### src/rtl/wdt_keyed_pkg.sv
`timescale 1ns/1ps
// Package: shared constants for the keyed watchdog.
// Assumes byte-addressed 32-bit registers on a 4-bit offset.
package wdt_keyed_pkg;
    localparam int unsigned OFF_CTRL    = 'h0;
    localparam int unsigned OFF_RANGE   = 'h4;
    localparam int unsigned OFF_RESTART = 'hC;
    localparam logic [31:0] KICK_KEY    = 32'h0000_0076;
    typedef logic [3:0] range_code_t;
endpackage

### src/rtl/wdt_keyed_regs.sv
`timescale 1ns/1ps
// Register file: decodes the bus, holds control and range, and produces the
// start and kick strobes. Assumes single-cycle write/read strobes.
module wdt_keyed_regs
    import wdt_keyed_pkg::*;
#(
    parameter int ADDR_W = 4,
    parameter int DATA_W = 32
) (
    input  logic              clk,
    input  logic              rst_n,
    input  logic              bus_wr,
    input  logic              bus_rd,
    input  logic [ADDR_W-1:0] bus_addr,
    input  logic [DATA_W-1:0] bus_wdata,
    output logic [DATA_W-1:0] bus_rdata,
    output logic              en,
    output logic              mode,
    output range_code_t       code_norm,
    output range_code_t       code_init,
    output logic              start,
    output logic              kick
);
    localparam int RANGE_W = 2 * $bits(range_code_t);

    logic               sel_ctrl, sel_range, sel_restart;
    logic [RANGE_W-1:0] range_q;

    // Address decode.
    always_comb begin
        sel_ctrl    = (bus_addr == ADDR_W'(OFF_CTRL));
        sel_range   = (bus_addr == ADDR_W'(OFF_RANGE));
        sel_restart = (bus_addr == ADDR_W'(OFF_RESTART));
    end

    // Strobes for the counter: enabling write and valid key write.
    always_comb begin
        start = bus_wr && sel_ctrl && bus_wdata[0] && !en;
        kick  = bus_wr && sel_restart && (bus_wdata == DATA_W'(KICK_KEY)) && en;
    end

    // Control bits, locked once enabled.
    always_ff @(posedge clk) begin
        if (!rst_n) begin
            en   <= 1'b0;
            mode <= 1'b0;
        end else if (bus_wr && sel_ctrl && !en) begin
            en   <= bus_wdata[0];
            mode <= bus_wdata[1];
        end
    end

    // Range codes, writable at any time, used at the next load.
    always_ff @(posedge clk) begin
        if (!rst_n) begin
            range_q <= '0;
        end else if (bus_wr && sel_range) begin
            range_q <= bus_wdata[RANGE_W-1:0];
        end
    end

    assign code_norm = range_q[3:0];
    assign code_init = range_q[7:4];

    // Registered read data.
    always_ff @(posedge clk) begin
        if (!rst_n) begin
            bus_rdata <= '0;
        end else if (bus_rd) begin
            if (sel_ctrl)       bus_rdata <= DATA_W'({mode, en});
            else if (sel_range) bus_rdata <= DATA_W'(range_q);
            else                bus_rdata <= '0;
        end
    end
endmodule

### src/rtl/wdt_keyed_counter.sv
`timescale 1ns/1ps
// Down-counter: loads 2^(BASE_SHIFT+code)-1 on start (initial code) or kick
// (normal code), and flags expiry when it sits at zero while enabled.
// Assumes BASE_SHIFT+15 < CNT_W.
module wdt_keyed_counter
    import wdt_keyed_pkg::*;
#(
    parameter int CNT_W      = 32,
    parameter int BASE_SHIFT = 16
) (
    input  logic        clk,
    input  logic        rst_n,
    input  logic        en,
    input  logic        start,
    input  logic        kick,
    input  range_code_t code_norm,
    input  range_code_t code_init,
    output logic        expire
);
    logic [CNT_W-1:0] cnt;

    function automatic logic [CNT_W-1:0] load_of(input range_code_t code);
        return (CNT_W'(1) << (BASE_SHIFT + int'(code))) - CNT_W'(1);
    endfunction

    // Expiry: zero count while running, unless a kick lands at this edge.
    always_comb expire = en && !kick && (cnt == '0);

    // Count down and reload.
    always_ff @(posedge clk) begin
        if (!rst_n) begin
            cnt <= '0;
        end else if (start) begin
            cnt <= load_of(code_init);
        end else if (kick) begin
            cnt <= load_of(code_norm);
        end else if (en) begin
            if (cnt == '0) cnt <= load_of(code_norm);
            else           cnt <= cnt - CNT_W'(1);
        end
    end
endmodule

### src/rtl/wdt_keyed_resp.sv
`timescale 1ns/1ps
// Response stage: turns expiry events into the interrupt level and the
// fixed-length reset pulse. Assumes PULSE_W >= 1.
module wdt_keyed_resp #(
    parameter int PULSE_W = 8
) (
    input  logic clk,
    input  logic rst_n,
    input  logic mode,
    input  logic expire,
    input  logic kick,
    output logic irq,
    output logic sys_rst
);
    localparam int PC_W = (PULSE_W > 1) ? $clog2(PULSE_W) : 1;

    logic            fire;
    logic [PC_W-1:0] pcnt;

    // Reset request: direct in reset mode, second strike in interrupt mode.
    always_comb fire = expire && (!mode || irq);

    // Interrupt level: set on first strike, cleared by a kick.
    always_ff @(posedge clk) begin
        if (!rst_n)                        irq <= 1'b0;
        else if (kick)                     irq <= 1'b0;
        else if (expire && mode && !irq)   irq <= 1'b1;
    end

    // Reset pulse of PULSE_W cycles; expiries during a pulse are absorbed.
    always_ff @(posedge clk) begin
        if (!rst_n) begin
            sys_rst <= 1'b0;
            pcnt    <= '0;
        end else if (fire && !sys_rst) begin
            sys_rst <= 1'b1;
            pcnt    <= PC_W'(PULSE_W - 1);
        end else if (sys_rst) begin
            if (pcnt == '0) sys_rst <= 1'b0;
            else            pcnt    <= pcnt - PC_W'(1);
        end
    end
endmodule

### src/rtl/wdt_keyed.sv
`timescale 1ns/1ps
// Top: keyed-restart watchdog. Register file, down-counter and response
// stage in series. Assumes a single clock domain and synchronous reset.
module wdt_keyed
    import wdt_keyed_pkg::*;
#(
    parameter int ADDR_W     = 4,
    parameter int DATA_W     = 32,
    parameter int CNT_W      = 32,
    parameter int BASE_SHIFT = 16,
    parameter int PULSE_W    = 8
) (
    input  logic              clk,
    input  logic              rst_n,
    input  logic              bus_wr,
    input  logic              bus_rd,
    input  logic [ADDR_W-1:0] bus_addr,
    input  logic [DATA_W-1:0] bus_wdata,
    output logic [DATA_W-1:0] bus_rdata,
    output logic              irq,
    output logic              sys_rst
);
    logic        ctrl_en, ctrl_mode, start, kick, expire;
    range_code_t code_norm, code_init;

    wdt_keyed_regs #(.ADDR_W(ADDR_W), .DATA_W(DATA_W)) u_regs (
        .clk(clk), .rst_n(rst_n),
        .bus_wr(bus_wr), .bus_rd(bus_rd), .bus_addr(bus_addr),
        .bus_wdata(bus_wdata), .bus_rdata(bus_rdata),
        .en(ctrl_en), .mode(ctrl_mode),
        .code_norm(code_norm), .code_init(code_init),
        .start(start), .kick(kick)
    );

    wdt_keyed_counter #(.CNT_W(CNT_W), .BASE_SHIFT(BASE_SHIFT)) u_cnt (
        .clk(clk), .rst_n(rst_n), .en(ctrl_en), .start(start), .kick(kick),
        .code_norm(code_norm), .code_init(code_init), .expire(expire)
    );

    wdt_keyed_resp #(.PULSE_W(PULSE_W)) u_resp (
        .clk(clk), .rst_n(rst_n), .mode(ctrl_mode), .expire(expire),
        .kick(kick), .irq(irq), .sys_rst(sys_rst)
    );
endmodule

### config.mk
export PLATFORM = sky130hd
export DESIGN_NAME = wdt_keyed
export DESIGN_NICKNAME = d
export VERILOG_FILES = /design/src/rtl/wdt_keyed_pkg.sv /design/src/rtl/wdt_keyed_regs.sv /design/src/rtl/wdt_keyed_counter.sv /design/src/rtl/wdt_keyed_resp.sv /design/src/rtl/wdt_keyed.sv
export SDC_FILE = /design/constraint.sdc
export NUM_CORES = 1
export LEC_CHECK = 0
export ABC_AREA = 0
export ABC_CLOCK_PERIOD_IN_PS = 4100
export BUFFER_PORTS_ARGS = -buffer_cell sky130_fd_sc_hd__buf_2
export CORE_ASPECT_RATIO = 2
export CORE_MARGIN = 2
export CORE_UTILIZATION = 60
export DETAILED_ROUTE_END_ITERATION = 12
export GPL_TIMING_DRIVEN = 0
export PLACE_DENSITY = 0.86
export SLEW_MARGIN = 15
export SYNTH_ARGS = -nofsm -noshare
export SYNTH_HDL_FRONTEND = slang
export SYNTH_HIERARCHICAL = 1
export SYNTH_SLANG_ARGS = --single-unit
### constraint.sdc
create_clock -name clk -period 4.1 [get_ports clk]
set_input_delay 0.205 -clock clk [delete_from_list [all_inputs] [get_ports clk]]
set_output_delay 0.205 -clock clk [all_outputs]
set_load 0.005 [all_outputs]
# Word level (Yosys, flattened, before mapping)
# Index checks and enable logic that the tools add are counted.
# W data, S select, Z words.
[totals]
word_cells = 60
reg_bits = 79
output_inout_bits = 34
in_bits = 40
[classes]
n_addsub = 6
n_bitwise = 1
mux = 12
n_eq_ne = 4
n_shift = 2
reduce_logical = 27
[ops]
columns = ["cell", "count"]
rows = [
  ["$mux W32", 5],
  ["$shl A1 B32 Y32 const A", 2],
  ["$sub A32 B2 Y32 const B", 2],
  ["$eq A32 B7 Y1 const B", 1],
  ["$logic_not A32 Y1", 1],
  ["$sub A32 B1 Y32 const B", 1],
  ["$logic_and A1 B1 Y1", 14],
  ["$add A5 B4 Y6 const A", 2],
  ["$mux W3", 3],
  ["$mux W8", 1],
  ["$logic_not A1 Y1", 5],
  ["$eq A4 B3 Y1 const B", 1],
  ["$eq A4 B4 Y1 const B", 1],
  ["$logic_not A4 Y1", 1],
  ["$logic_not A3 Y1", 1],
  ["$mux W1", 3],
  ["$reduce_bool A3 Y1", 1],
  ["$sub A3 B1 Y3 const B", 1],
  ["$ne A2 B1 Y1 const B", 1],
  ["$reduce_and A2 Y1", 1],
  ["$reduce_bool A2 Y1", 1],
  ["$reduce_or A2 Y1", 1],
  ["$logic_or A1 B1 Y1", 1],
  ["$not A1 Y1", 1],
]

# Logic depth before layout (Yosys ltp)
[depth]
depth_word = 11
depth_mapped = 11
ltp_nobuf = 9

# Cells and area by module
# The synthesis kept the hierarchy.
[by_module_without_submodules]
columns = ["mod", "cells_each", "area_each_um2", "instances", "seq_area_each_um2"]
rows = [
  ["wdt_keyed_counter", 342, 2484.9, 1, 640.6],
  ["wdt_keyed_regs", 119, 1042.2, 1, 360.3],
  ["wdt_keyed_resp", 24, 237.7, 1, 100.1],
]

# Worst setup path after synthesis
# Ideal clock, no wire load.
[synth_path]
path_type = "flip-flop to flip-flop"
start = "reg u_regs.en"
end = "reg u_cnt.cnt[10]"
setup_ns = 0.132
slack_ns = 1.548
period_less_slack_ns = 2.552
path_stages_with_launch = 10
required_ns = 3.968
arrival_ns = 2.419
path_buffers = 0
cell_sequence = "dfxtp_1 > nor4bb_1 > nand4_1 > nor3_2 > nor3_1 > or3_4 > or3_1 > or3b_2 > o21ai_0 > a21oi_1"
[synth_between]
elab_chain_cells = 3
elab_cells_between_ends = 6
cone_classes = "mux: 2; reduce/logical: 4"
[synth_lines]
columns = ["element", "line", "text"]
rows = [
  ["start, declared", "wdt_keyed_regs.sv:17", "output logic en,"],
  ["start signal, assigned", "wdt_keyed_regs.sv:48", "en <= bus_wdata[0];"],
  ["$logic_and A1 B1 Y1 (*)", "wdt_keyed_regs.sv:39", "kick = bus_wr && sel_restart && (bus_wdata == DATA_W'(KICK_KEY)) && en;"],
  ["via kick", "wdt_keyed.sv:23", "logic ctrl_en, ctrl_mode, start, kick, expire;"],
  ["$mux W32", "wdt_keyed_counter.sv:35", "end else if (kick) begin"],
  ["$mux W32", "wdt_keyed_counter.sv:33", "end else if (start) begin"],
  ["end signal, assigned", "wdt_keyed_counter.sv:34", "cnt <= load_of(code_init);"],
  ["end signal, assigned", "wdt_keyed_counter.sv:36", "cnt <= load_of(code_norm);"],
  ["end signal, assigned", "wdt_keyed_counter.sv:38", "if (cnt == '0) cnt <= load_of(code_norm);"],
  ["end, declared", "wdt_keyed_counter.sv:20", "logic [CNT_W-1:0] cnt;"],
]
# The timed path passes the listed nets; every way through them passes the cells marked *.
# A chain may end at the register's enable or synchronous reset.

# Worst setup path in the final report
[layout_path]
start = "reg u_regs.range_q[4]"
end = "reg u_cnt.cnt[20]"
[layout_between]
elab_chain_cells = 4
[layout_lines]
columns = ["element", "line", "text"]
rows = [
  ["start, declared", "wdt_keyed_regs.sv:27", "logic [RANGE_W-1:0] range_q;"],
  ["start signal, assigned", "wdt_keyed_regs.sv:58", "range_q <= bus_wdata[RANGE_W-1:0];"],
  ["$add A5 B4 Y6", "wdt_keyed_counter.sv:23", "return (CNT_W'(1) << (BASE_SHIFT + int'(code))) - CNT_W'(1);"],
  ["$shl A1 B32 Y32", "wdt_keyed_counter.sv:23", ""],
  ["$sub A32 B2 Y32", "wdt_keyed_counter.sv:23", ""],
  ["$mux W32", "wdt_keyed_counter.sv:33", ""],
]
# No other way between the ends.

==> run summary <==
Most frequent standard cell in the layout excluding fill and tap cells: dfxtp_1
Initial DRC count: 262
Gate Count Post-Synth: 485
CTS tree: done
Gr usage total: 0.339
Min-delay worst type: primary input to register
Dpl cell area: 0.00420 mm²
Total grt overflow: 0
Slew @ Worst Pin: 0.912 ns
Cell Rows: 40
Ys flop type: dfxtp_1
Vias per cell: 6.15
Post-Route Skew: 0.00383 ns
Crit. End Element: register
First-pass GRT wire length: 17.7 mm
Crit path to: u_cnt/cnt[20]
Final setup fails: 0
Worst-Skew Late Latency: 0.30 ns
Io pins: 74
Fin crit share: 0.797
Fraction of layout instances using a drive strength above 1: 0.186
R2R setup slack: 0.83 ns
Post-layout instance area: 0.00436 mm²
Post-layout minimum cycle time: 3.27 ns
Worst setup path startpoint: u_regs/range_q[4]
Endpoints failing hold: 0
DR vias: 3990
Die span in y: 116 µm
ANT cells: 0
Max incr delay on CP: 0.72 ns
Async S/R FF share, synth: 0
H-tree Lvls: 2
Cell repeated most along the worst path: clkbuf_1
DIE AREA: 0.00696 mm²
Initial Util: 0.622
Status: complete, no violations
Reg-to-reg endpoint: u_cnt/cnt[20]
Core area: 0.00606 mm²
RSZ-0062 raised after global routing: no
Hpwl dp: 8.78 mm
Fin nets: 610
Crit path DAT: 3.49 ns
# DRC: 0
Final WL: 11.4 mm
TNS Setup: 0 ns
CP Cell Sequence: clkbuf_1, nor2_1, nand2_1, ha_1, clkbuf_1, nor3_1, mux2i_1, or2_2, a311oi_1, o211ai_1, o21ai_0
Total CTS buffers: 5
Yosys top cell by area: dfxtp_1
LEAKAGE: 0.00177 µW
Most frequent cells in the layout: dfxtp_1, buf_2, nand2_1, nor2_1, a21oi_1
Drt pass-1 iters: 8
Worst-path maximum fanout: 10
Maxcap violations: 0
Vias in the first global route: 3825
Die X: 60.0 µm
Kind of critical path: register to register
Slowest CP cell: a311oi_1
Largest net degree at the start of global routing: 16
Worst Path Required: 4.32 ns
Rel. slew slack: 0.387
Drt wl/cell: 17.5 µm
FF+latch count, synth: 55
Reg2reg path depth: 11
Worst R2R Start: u_regs/range_q[4]
YS warnings: 6
Pins over their slew limit: 0
Antenna-violating nets left: 0
Fillers: 513
Post-Syn Area: 0.00376 mm²
P per Cell Area: 337 mW/mm²
Clock root cell: clkbuf_16
Post-synthesis sequential area ratio: 0.292
EDFF count, synth: 0
Top cell type's share of synthesized area: 0.292
Peak Freq: 306 MHz
Initial antenna violation count: 0
Synth cell types: 69
Max VDD drop: 0.255 mV
Area growth syn-to-layout: 15.8%
Sink Count: 55
Syn avg cell area: 7.76 µm²
Post-CTS Setup Bufs: 0
Clock transition at path regs: 0.07 ns
Gates resized, CTS repair: 0
Worst setup SP type: register
Clk buf depth: 2
Port buffer count: 49
GPL Wtd Cong: 0.963
Dominant cells by area after synthesis: dfxtp_1, buf_4, a21oi_1
Hold-fix buffers, CTS: 0
## power by group
group / switching, µW / internal, µW / total, µW / leakage [µW]
Clock: 192 / 261 / 453 / 0.0000772
Combinational: 281 / 174 / 455 / 0.00125
Sequential: 14.4 / 546 / 561 / 0.000444
## cell type report
cell class                 count  area [µm²]  share of cell area
buffer                        53         307              0.0703
tap                           84         105              0.0241
multi-input combinational    384        2380               0.547
inverter                      16        60.1              0.0138
clock buffer                   8         156              0.0359
timing repair buffer          49         245              0.0563
sequential                    55        1100               0.253
## per-layer routing
metal	share of wire	GRT usage	vias up
met5	0	0	-
met4	0.091	0.310	0
met3	0.059	0.0536	66
met2	0.52	0.606	215
met1	0.33	0.303	1817
li1	-	-	1892
## registers in the layout, summed over array words and instances, names as in the netlist
register / flops
u_resp/sys_rst: 1
u_resp/irq: 1
u_cnt/cnt: 32
u_regs/en: 1
u_regs/range_q: 8
u_regs/mode: 1
u_resp/pcnt: 3
u_regs/bus_rdata: 8
## how the worst min path moves through the flow
stage	to	startpoint	cells past startpoint
6_report	u_regs/range_q[2]	bus_wdata[2]	3
5_1_grt	u_regs/range_q[2]	bus_wdata[2]	3
4_1_cts	u_regs/range_q[3]	bus_wdata[3]	3
3_5_place_dp	u_regs/bus_rdata[0]	u_regs/bus_rdata[0]	2
3_3_place_gp	u_regs/bus_rdata[0]	u_regs/bus_rdata[0]	2
2_1_floorplan	u_resp/pcnt[2]	rst_n	1
## critical path: cells and delay by family, from the launching register on
| kind | cells | cell delay [ns] |
|---|---|---|
| flops | 1 | 0.33 |
| simple gates | 4 | 1.03 |
| compound gates | 3 | 1.01 |
| mux | 1 | 0.12 |
| buf+inv | 2 | 0.46 |
| fa+ha+maj | 1 | 0.25 |
## per-stage QoR
stage / worst slack (ns) / util / power, µW / hold slack (ns) / instances
floorplan: 1.55 / - / 887 / 0.338 / 508
global placement: 1.24 / 0.694 / 1010 / 0.439 / 641
detailed placement: 1.18 / 0.694 / 1010 / 0.444 / 641
CTS: 1.15 / 0.720 / 1460 / 0.167 / 649
global route: 0.765 / 0.720 / 1530 / 0.179 / 649
finish: 0.834 / 0.720 / 1470 / 0.174 / 649
## cell families (layout without fill, tap and decap cells)
family	count (synthesis)	in the layout	share of synthesized area
muxes	15	15	0.0409
buffers and inverters	69	126	0.0974
adders and majority gates	6	6	0.0199
and+or+nand+nor	191	191	0.276
AOI/OAI and AO/OA	127	127	0.224
other	1	24	0.000996
DFF	55	55	0.292
xor gates and xnor gates	21	21	0.0489
## Yosys cell counts, drive strengths merged (5+ instances only)
| cell | n |
|---|---|
| clkbuf | 21 |
| nor4b | 5 |
| nor4 | 11 |
| a21oi | 32 |
| a32oi | 7 |
| xnor2 | 13 |
| and2 | 5 |
| or3 | 8 |
| nand2 | 42 |
| nand3 | 19 |
| a31oi | 9 |
| xor2 | 8 |
| inv | 16 |
| ha | 6 |
| o211ai | 5 |
| nor2b | 10 |
| dfxtp | 55 |
| nor3 | 22 |
| mux2i | 12 |
| buf | 32 |
| a22oi | 5 |
| o21ai | 21 |
| nand4 | 8 |
| a21boi | 6 |
| nor2 | 35 |
| o22ai | 7 |
No activity file was read; power rests on OpenSTA's default activity.
